## config.mk

```make
export PLATFORM = sky130hd
export DESIGN_NAME = scan_timing_gen
export DESIGN_NICKNAME = d
export VERILOG_FILES = /design/src/rtl/scan_pkg.sv /design/src/rtl/scan_counter.sv /design/src/rtl/scan_status.sv /design/src/rtl/scan_timing_gen.sv
export SDC_FILE = /design/constraint.sdc
export NUM_CORES = 1
export LEC_CHECK = 0
export ABC_AREA = 1
export BUFFER_PORTS_ARGS = -buffer_cell sky130_fd_sc_hd__clkbuf_2
export CAP_MARGIN = 40
export CORE_AREA = 3 3 67 69
export CTS_BUF_LIST = sky130_fd_sc_hd__clkbuf_4 sky130_fd_sc_hd__clkbuf_8 sky130_fd_sc_hd__clkbuf_16
export CTS_CLUSTER_DIAMETER = 100
export DETAILED_ROUTE_END_ITERATION = 8
export DIE_AREA = 0 0 70 72
export HOLD_SLACK_MARGIN = 0.02
export PLACE_DENSITY = 0.75
export SLEW_MARGIN = 40
export SYNTH_ARGS = -nofsm -noshare
export SYNTH_HDL_FRONTEND = slang
export SYNTH_SLANG_ARGS = --single-unit
```

## constraint.sdc

```tcl
create_clock -name clk -period 1.7 [get_ports clk]
set_input_delay 0.085 -clock clk [delete_from_list [all_inputs] [get_ports clk]]
set_output_delay 0.085 -clock clk [all_outputs]
set_load 0.005 [all_outputs]
```

## src/rtl/scan_pkg.sv

```systemverilog
package scan_pkg;
   localparam int LINE_W = 9;

   typedef logic [LINE_W-1:0] line_t;

   typedef struct packed {
      logic  hblank_start;
      logic  line_end;
      line_t next_line;
   } scan_ev_t;
endpackage

```

## src/rtl/scan_counter.sv

```systemverilog
module scan_counter
   import scan_pkg::*;
#(
   parameter int ACTIVE_CLKS = 3072,
   parameter int BLANK_CLKS  = 1188,
   parameter int LINES       = 263
) (
   input  logic     clk,
   input  logic     rst_n,
   output line_t    line,
   output scan_ev_t ev
);
   localparam int LINE_CLKS = ACTIVE_CLKS + BLANK_CLKS;
   localparam int HW        = $clog2(LINE_CLKS);

   logic [HW-1:0] hcnt;
   line_t         vcnt;

   assign ev.hblank_start = (hcnt == HW'(ACTIVE_CLKS - 1));
   assign ev.line_end     = (hcnt == HW'(LINE_CLKS - 1));
   assign ev.next_line    = (vcnt == line_t'(LINES - 1)) ? '0 : vcnt + 1'b1;
   assign line            = vcnt;

   always_ff @(posedge clk) begin
      if (!rst_n) begin
         hcnt <= '0;
         vcnt <= '0;
      end else if (ev.line_end) begin
         hcnt <= '0;
         vcnt <= ev.next_line;
      end else begin
         hcnt <= hcnt + 1'b1;
      end
   end

   AST_HCNT_RANGE: assert property (@(posedge clk) disable iff (!rst_n)
      hcnt < HW'(LINE_CLKS));
   AST_VCNT_RANGE: assert property (@(posedge clk) disable iff (!rst_n)
      vcnt < line_t'(LINES));
endmodule

```

## src/rtl/scan_status.sv

```systemverilog
module scan_status
   import scan_pkg::*;
#(
   parameter int VBLANK_LINE = 192
) (
   input  logic        clk,
   input  logic        rst_n,
   input  line_t       line,
   input  scan_ev_t    ev,
   input  logic        cfg_we,
   input  logic [15:0] cfg_wdata,
   output logic [15:0] status,
   output logic        irq_hb,
   output logic        irq_vb,
   output logic        irq_vm,
   output logic        dma_hb,
   output logic        dma_ln,
   output logic        dma_vb
);
   logic       vbl_q, hbl_q, mat_q;
   logic [2:0] en_q;   // [0] vblank, [1] hblank, [2] match
   line_t      cmp_q;
   logic       hit;

   assign hit    = (ev.next_line == cmp_q);
   assign status = {cmp_q[7:0], cmp_q[8], 1'b0, en_q, mat_q, hbl_q, vbl_q};

   always_ff @(posedge clk) begin
      if (!rst_n) begin
         vbl_q  <= 1'b0;
         hbl_q  <= 1'b0;
         mat_q  <= 1'b0;
         en_q   <= '0;
         cmp_q  <= '0;
         irq_hb <= 1'b0;
         irq_vb <= 1'b0;
         irq_vm <= 1'b0;
         dma_hb <= 1'b0;
         dma_ln <= 1'b0;
         dma_vb <= 1'b0;
      end else begin
         irq_hb <= 1'b0;
         irq_vb <= 1'b0;
         irq_vm <= 1'b0;
         dma_hb <= 1'b0;
         dma_ln <= 1'b0;
         dma_vb <= 1'b0;
         if (cfg_we) begin
            cmp_q <= {cfg_wdata[7], cfg_wdata[15:8]};
            en_q  <= cfg_wdata[5:3];
         end
         if (ev.hblank_start) begin
            hbl_q  <= 1'b1;
            irq_hb <= en_q[1];
            dma_hb <= (line < line_t'(VBLANK_LINE));
         end
         if (ev.line_end) begin
            hbl_q  <= 1'b0;
            dma_ln <= 1'b1;
            mat_q  <= hit;
            irq_vm <= hit & en_q[2];
            if (ev.next_line == line_t'(VBLANK_LINE)) begin
               vbl_q  <= 1'b1;
               irq_vb <= en_q[0];
               dma_vb <= 1'b1;
            end else if (ev.next_line == '0) begin
               vbl_q <= 1'b0;
            end
         end
      end
   end

   AST_HB_EV_NOT_EOL: assert property (@(posedge clk) disable iff (!rst_n)
      !(ev.hblank_start && ev.line_end));
   AST_RO_BIT6: assert property (@(posedge clk) disable iff (!rst_n)
      cfg_we |=> (status[6] == 1'b0));
endmodule

```

## src/rtl/scan_timing_gen.sv

```systemverilog
module scan_timing_gen
   import scan_pkg::*;
#(
   parameter int ACTIVE_CLKS = 3072,
   parameter int BLANK_CLKS  = 1188,
   parameter int LINES       = 263,
   parameter int VBLANK_LINE = 192
) (
   input  logic        clk,
   input  logic        rst_n,
   input  logic        cfg_we,
   input  logic [15:0] cfg_wdata,
   output logic [15:0] status_o,
   output logic [8:0]  line_o,
   output logic        irq_hblank,
   output logic        irq_vblank,
   output logic        irq_vmatch,
   output logic        dma_hblank,
   output logic        dma_line,
   output logic        dma_vblank
);
   generate
      if (ACTIVE_CLKS < 1 || BLANK_CLKS < 1) begin : g_bad_clks
         $error("scan_timing_gen: both line periods need at least one clock");
      end
      if (LINES < 2 || LINES > (1 << LINE_W)) begin : g_bad_lines
         $error("scan_timing_gen: LINES out of range for the line counter");
      end
      if (VBLANK_LINE < 1 || VBLANK_LINE >= LINES) begin : g_bad_vbl
         $error("scan_timing_gen: VBLANK_LINE must lie inside the frame");
      end
   endgenerate

   line_t    line;
   scan_ev_t ev;

   scan_counter #(
      .ACTIVE_CLKS(ACTIVE_CLKS),
      .BLANK_CLKS (BLANK_CLKS),
      .LINES      (LINES)
   ) u_cnt (
      .clk  (clk),
      .rst_n(rst_n),
      .line (line),
      .ev   (ev)
   );

   scan_status #(
      .VBLANK_LINE(VBLANK_LINE)
   ) u_stat (
      .clk      (clk),
      .rst_n    (rst_n),
      .line     (line),
      .ev       (ev),
      .cfg_we   (cfg_we),
      .cfg_wdata(cfg_wdata),
      .status   (status_o),
      .irq_hb   (irq_hblank),
      .irq_vb   (irq_vblank),
      .irq_vm   (irq_vmatch),
      .dma_hb   (dma_hblank),
      .dma_ln   (dma_line),
      .dma_vb   (dma_vblank)
   );

   assign line_o = line;

   AST_HB_DMA_GATE: assert property (@(posedge clk) disable iff (!rst_n)
      dma_hblank |-> (line_o < line_t'(VBLANK_LINE)));
   AST_VBL_RISE: assert property (@(posedge clk) disable iff (!rst_n)
      $rose(status_o[0]) |-> (line_o == line_t'(VBLANK_LINE)));
   AST_VBL_FALL: assert property (@(posedge clk) disable iff (!rst_n)
      $fell(status_o[0]) |-> (line_o == '0));
   AST_HB_IRQ: assert property (@(posedge clk) disable iff (!rst_n)
      irq_hblank |-> (status_o[1] && $past(status_o[4])));
   AST_LINE_PULSE: assert property (@(posedge clk) disable iff (!rst_n)
      dma_line |=> !dma_line);
   AST_LINE_HB_CLR: assert property (@(posedge clk) disable iff (!rst_n)
      dma_line |-> !status_o[1]);
   AST_MATCH_FLAG: assert property (@(posedge clk) disable iff (!rst_n)
      dma_line |-> (status_o[2] ==
                    (line_o == $past({status_o[7], status_o[15:8]}))));
endmodule

```

Yosys cells after proc, flatten, opt, wreduce, memory -nomap -nowiden
Index checks and enable logic that the tools add are counted.
- reduce and logical (&&, ||, !) cells: 7
- shift operators: 0
- multiply operators: 0
- muxes and demuxes: 5
- bitwise logic cells: 2
- $add $sub $neg: 2
- equality and inequality tests: 5
- magnitude comparators: 1
- div/mod/pow operators: 0
- operator list (kind ; number):
    $add 13x1->13 const B ; 1
    $eq 13x12->1 const B ; 1
    $eq 13x13->1 const B ; 1
    $add 9x1->9 const B ; 1
    $eq 9x8->1 const B ; 1
    $eq 9x9->1 ; 1
    $eq 9x9->1 const B ; 1
    $logic_not 9->1 ; 1
    $lt 9x8->1 const B ; 1
    $mux 9 ; 1
    $reduce_and 2->1 ; 3
    $mux 1 ; 4
    $reduce_and 3->1 ; 1
    $reduce_bool 2->1 ; 1
    $reduce_or 2->1 ; 1
    $and 1x1->1 ; 1
    $not 1->1 ; 1
- bits in latches: 0
- memories kept: 0
- bits in registers: 43
- logic and storage cells: 35
- bits of input ports: 19
- output and inout bits: 31
- memory bits (writable): 0
- ROM bits: 0

Longest topological paths before layout
- depth in word-level cells: 5
- gate-level depth with buffers: 13
- mapped depth without buffers: 13

Cells and area by module
Synthesis repeated with hierarchy kept, for this count alone.
- cell total of the unflattened synthesis: 322
- area, all modules: 2260.9 µm²
- modules (own cells, without submodules) (module ; cells each ; area each (µm²) ; seq. area each (µm²) ; instances):
    scan_counter ; 191 ; 1340.0 ; 440.4 ; 1
    scan_status ; 131 ; 920.9 ; 420.4 ; 1

Worst setup path after synthesis
No wires, ideal clock.
- path kind: reg-to-reg
- start point: reg u_cnt.vcnt[0] (netlist: u_cnt.line[0])
- end point: reg u_stat.vbl_q
- path slack: 0.145 ns
- library setup time: 0.117 ns
- data arrival time: 1.438 ns
- required time: 1.583 ns
- cell stages (with the launch flop): 12
- path through: dfxtp_1 > inv_1 > ha_1 > nand2_1 > nor2_1 > nand2_2 > nand2_1 > nand3_1 > nor2_2 > nand2_1 > o21bai_1 > nand2_1
- word-level cells in the longest chain between the ends: 5
- RTL lines (what ; RTL line ; RTL):
    start, declared ; scan_counter.sv:17 ; line_t vcnt;
    start signal, assigned ; scan_counter.sv:30 ; vcnt <= ev.next_line;
    $add 9x1->9 / $eq 9x9->1 (equally long branches) ; scan_counter.sv:21 ; assign ev.next_line = (vcnt == line_t'(LINES - 1)) ? '0 : vcnt + 1'b1;
    $mux 9 * ; scan_counter.sv:21 ;
    $eq 9x8->1 / $logic_not 9->1 (equally long branches) ; scan_status.sv:62, scan_status.sv:66 ;
    $reduce_bool 2->1 (no source line) ; n/a ;
    $reduce_and 2->1 (no source line) ; n/a ;
    end signal, assigned ; scan_status.sv:30 ; vbl_q <= 1'b0;
    end signal, assigned ; scan_status.sv:63 ; vbl_q <= 1'b1;
    end signal, assigned ; scan_status.sv:67 ; vbl_q <= 1'b0;
    end, declared ; scan_status.sv:20 ; logic vbl_q, hbl_q, mat_q;
Mark *: on every way between the ends. The rest lies on a longest branch, timed or not.
A chain may end at the register's enable or synchronous reset.

Final worst setup path
- start point: reg u_cnt.vcnt[0] (netlist: u_cnt.line[0])
- end point: reg u_stat.irq_vm
- word-level cells in the longest chain between the ends: 4
- RTL lines (what ; RTL line ; RTL):
    $add 9x1->9 / $eq 9x9->1 (equally long branches) ; scan_counter.sv:21 ;
    $mux 9 * ; scan_counter.sv:21 ;
    $eq 9x9->1 * ; scan_status.sv:25 ; assign hit = (ev.next_line == cmp_q);
    $and 1x1->1 * ; scan_status.sv:61 ; irq_vm <= hit & en_q[2];
    end signal, assigned ; scan_status.sv:61 ;
    end, declared ; scan_status.sv:15 ; output logic irq_vm,
Marks and branches as above.

==> flow_metrics.tcl <==
set metrics [dict create \
    critPathRequiredTime_ns 1.95 \
    cts_tree "built" \
    antenna_cells 0 \
    num_rows 23 \
    power_frac_seq_pct 53.0 \
    synth.avg_cell_area_um2 7.16 \
    ys_warn_count 0 \
    critPathMaxFanout 4 \
    die_x_um 70 \
    fmax_mhz 612 \
    drtPass1Iterations 4 \
    vias 1918 \
    cp_top_family "simple AND/OR/NAND/NOR gates" \
    dp.cells 374 \
    rsz0062_at_grt "yes" \
    drt_iter0_markers 65 \
    drive_gt1_share_pct 30.5 \
    syn_inst 280 \
    worst_pin_slew_ns 0.505 \
    p_total_mw 1.98 \
    grtUsageTotal_pct 18.5 \
    cts_buffers 5 \
    hold_class "in2reg" \
    die-area_mm2 0.00504 \
    synth_top_flop_cell "dfxtp_1" \
    dpl.hpwl_mm 3.38 \
    synth_cell_types 28 \
    crit_type "reg2reg" \
    synth-simple-area-share_pct 31.4 \
    dpl-instance-area_mm2 0.00230 \
    p_per_area_mw_per_mm2 780 \
    io_buffers 44 \
    initial_utilization_pct 50.5 \
    final-hold-violation-count 0 \
    synth_seq_cells 43 \
    grt_max_degree 22 \
    seq_area_frac_synth_pct 42.9 \
    fp.dieH_um 72 \
    syn_nets 302 \
    synth-xor-area-share_pct 0.437 \
    grt-ovfl-total 0 \
    grt_pass1_wl_mm 7.41 \
    status "complete, no violations" \
    ant_nets 0 \
    fin_area_mm2 0.00253 \
    crit_slowest_cell "dfxtp_4" \
    max_slew_margin_pct 66.3 \
    core_mm2 0.00397 \
    fin_skew_ns 0.0102 \
    cts_num_sinks 43 \
    clkLatencyLatePin_ns 0.30 \
    leakage_nw 1.21 \
    wl_mm 4.50 \
    syn_to_final_growth_pct 26.4 \
    synthMuxAreaShare_pct 0 \
    clkPwrFrac_pct 40.3 \
    synth_top_family_by_area "simple AND/OR/NAND/NOR gates" \
    place_congestion 0.892 \
    wl_per_cell_um 11.6 \
    cts_root_buf "clkbuf_8" \
    clockBufferDepth 2 \
    ios 50 \
    synth-edff-count 0 \
    period_share_pct 96.1 \
    synthArstFlopShare_pct 0 \
    p_comb_share_pct 6.7 \
    cp-end-kind "flip-flop" \
    drc 0 \
    slowest_delay_ns 0.37 \
    synth_fa_ha_area_share_pct 1.87 \
    grt_pass1_vias 1707 \
    setup_viol 0 \
    setup_slack_ns 0.0660 \
    path_cells "ha_2, nand2_2, buf_4, o21ai_2, nand2_2, nand2_1, nand2_1, nor2_1, nand2_1, nor2_1, nand3_1, nor2_1" \
    start_kind "flip-flop" \
    dpl_worst_slack_ns 0.0179 \
    p_int_mw 1.53 \
    p_switching_mw 0.449 \
    fin_nets 359 \
    h-tree-depth 2 \
    synth_compound_area_share_pct 13.5 \
    switching_share_pct 22.7 \
    cp_data_arrival_time_ns 1.88 \
    antenna_found_initial 0 \
    ir_drop_mv 0.586 \
    vias_per_cell 4.94 \
    clk_pin_slew_worst_paths_ns 0.08 \
    cap_violations 0 \
    fin_crit_ns 1.63 \
    final_max_slew_viol_count 0 \
    syn-cell-area_mm2 0.00201 \
    layout.cells.non_filler 388 \
    critPathBufInv 1 \
]
[power by group through the flow]
stage          Clock [mW]  Combinational [mW]  Sequential (mW)
6_report            0.796               0.133             1.05
5_1_grt             0.850               0.151             1.05
4_1_cts             0.814               0.133             1.05
3_5_place_dp            0               0.127             1.07
3_3_place_gp            0               0.124             1.07
2_1_floorplan           0              0.0698             1.07
[cell usage in the layout, fill, tap and decap left out, drive strengths merged]
master       synthesis  routed
buf                  6      11
clkinv               0       2
nand3b               3       3
xnor2                1       1
bufinv               0       1
nand3               21      21
ha                   3       3
nand2               62      63
nor2                34      34
clkbuf               3      49
o21a                 1       1
nor3                11      11
nand4                4       4
o21ai               23      23
inv                 38      38
a21oi               18      18
conb                 1       1
o22ai                7       7
dlygate4sd3          0       3
o21bai               1       1
dfxtp               43      43
[cells in the mapped netlist (2+ instances only)]
cell type	instances	area [um^2]
ha_1	3	37.5
o21ai_2	2	17.5
nor3_1	8	40.0
nand3b_1	3	22.5
buf_4	4	30.0
inv_1	34	128
dfxtp_1	43	861
nor3_4	2	32.5
inv_2	4	15.0
nor2_2	2	12.5
nand2_2	5	31.3
o21ai_0	20	100
nand4_1	3	18.8
nand2_1	57	214
clkbuf_1	3	11.3
nor2_1	32	120
nand3_1	19	95.1
a21oi_1	18	90.1
o22ai_1	7	43.8
nand3_2	2	20.0
buf_2	2	10.0
[worst reg2reg max path, cell delays in order, from the launching register on]
cell     delay (ns)
dfxtp_4        0.37
ha_2           0.19
nand2_2        0.10
buf_4          0.15
o21ai_2        0.13
nand2_2        0.08
nand2_1        0.06
nand2_1        0.05
nor2_1         0.09
nand2_1        0.08
nor2_1         0.08
nand3_1        0.11
nor2_1         0.10
[flip-flops by register name, summed over array words and instances, names as in the netlist, 3 cells and up]
register      cells
u_cnt.line        9
u_stat.en_q       3
u_stat.cmp_q      9
u_cnt.hcnt       13
[final timing paths]
kind	slack [ns]	endpoint	from	cells after the start
setup / recovery	0.07	u_stat.irq_vm	u_cnt.line[0]	12
hold / removal	0.06	u_stat.cmp_q[1]	cfg_wdata[9]	3
setup reg to reg	0.07	u_stat.irq_vm	u_cnt.line[0]	12
hold reg to reg	0.46	u_stat.mat_q	u_stat.mat_q	2
[through the flow]
stage | hold slack [ns] | util, % | setup TNS, ns
after floorplan | 0.220 | - | 0
after global placement | 0.310 | 58.0 | 0
after detailed placement | 0.312 | 58.0 | 0
after CTS | 0.0554 | 61.7 | 0
after global routing | 0.0674 | 63.8 | -0.0204
final | 0.0591 | 63.8 | 0
[layer usage]
metal  global-route usage [%]  vias up  share of wire [%]
met5                        0        -                  0
met4                     10.6        0                1.3
met3                     3.60        6                5.9
met2                     31.9       61                 49
met1                     21.4      834                 44
li1                         -     1017                  -
[cells by family (layout without fill, tap and decap cells)]
group,count (synthesis),count (layout)
flops,43,43
fa+ha+maj,3,3
xor+xnor,1,1
buf+inv,47,104
other cells,1,1
simple gates,135,136
compound gates,50,50
[repair_timing]
| item | 4_1_cts | 5_1_grt |
|---|---|---|
| hold buffers | 3 | 0 |
| buffers inserted | 0 | 2 |
| resized for setup | 1 | 24 |
| pin swaps | 1 | 4 |
| setup endpoints to repair | 1 | 27 |
| cloned | 0 | 1 |
| hold endpoints to repair | 3 | 0 |
[final cells by class]
class	instances	area (um^2)
fillers	347	1440
multi-input cells	191	1010
flip-flops and latches	43	871
repair buffers	58	333
inverters	38	143
clock buffers	5	68.8
well taps	50	62.6
clock inverters	3	43.8
(Power assumes the default switching activity.)
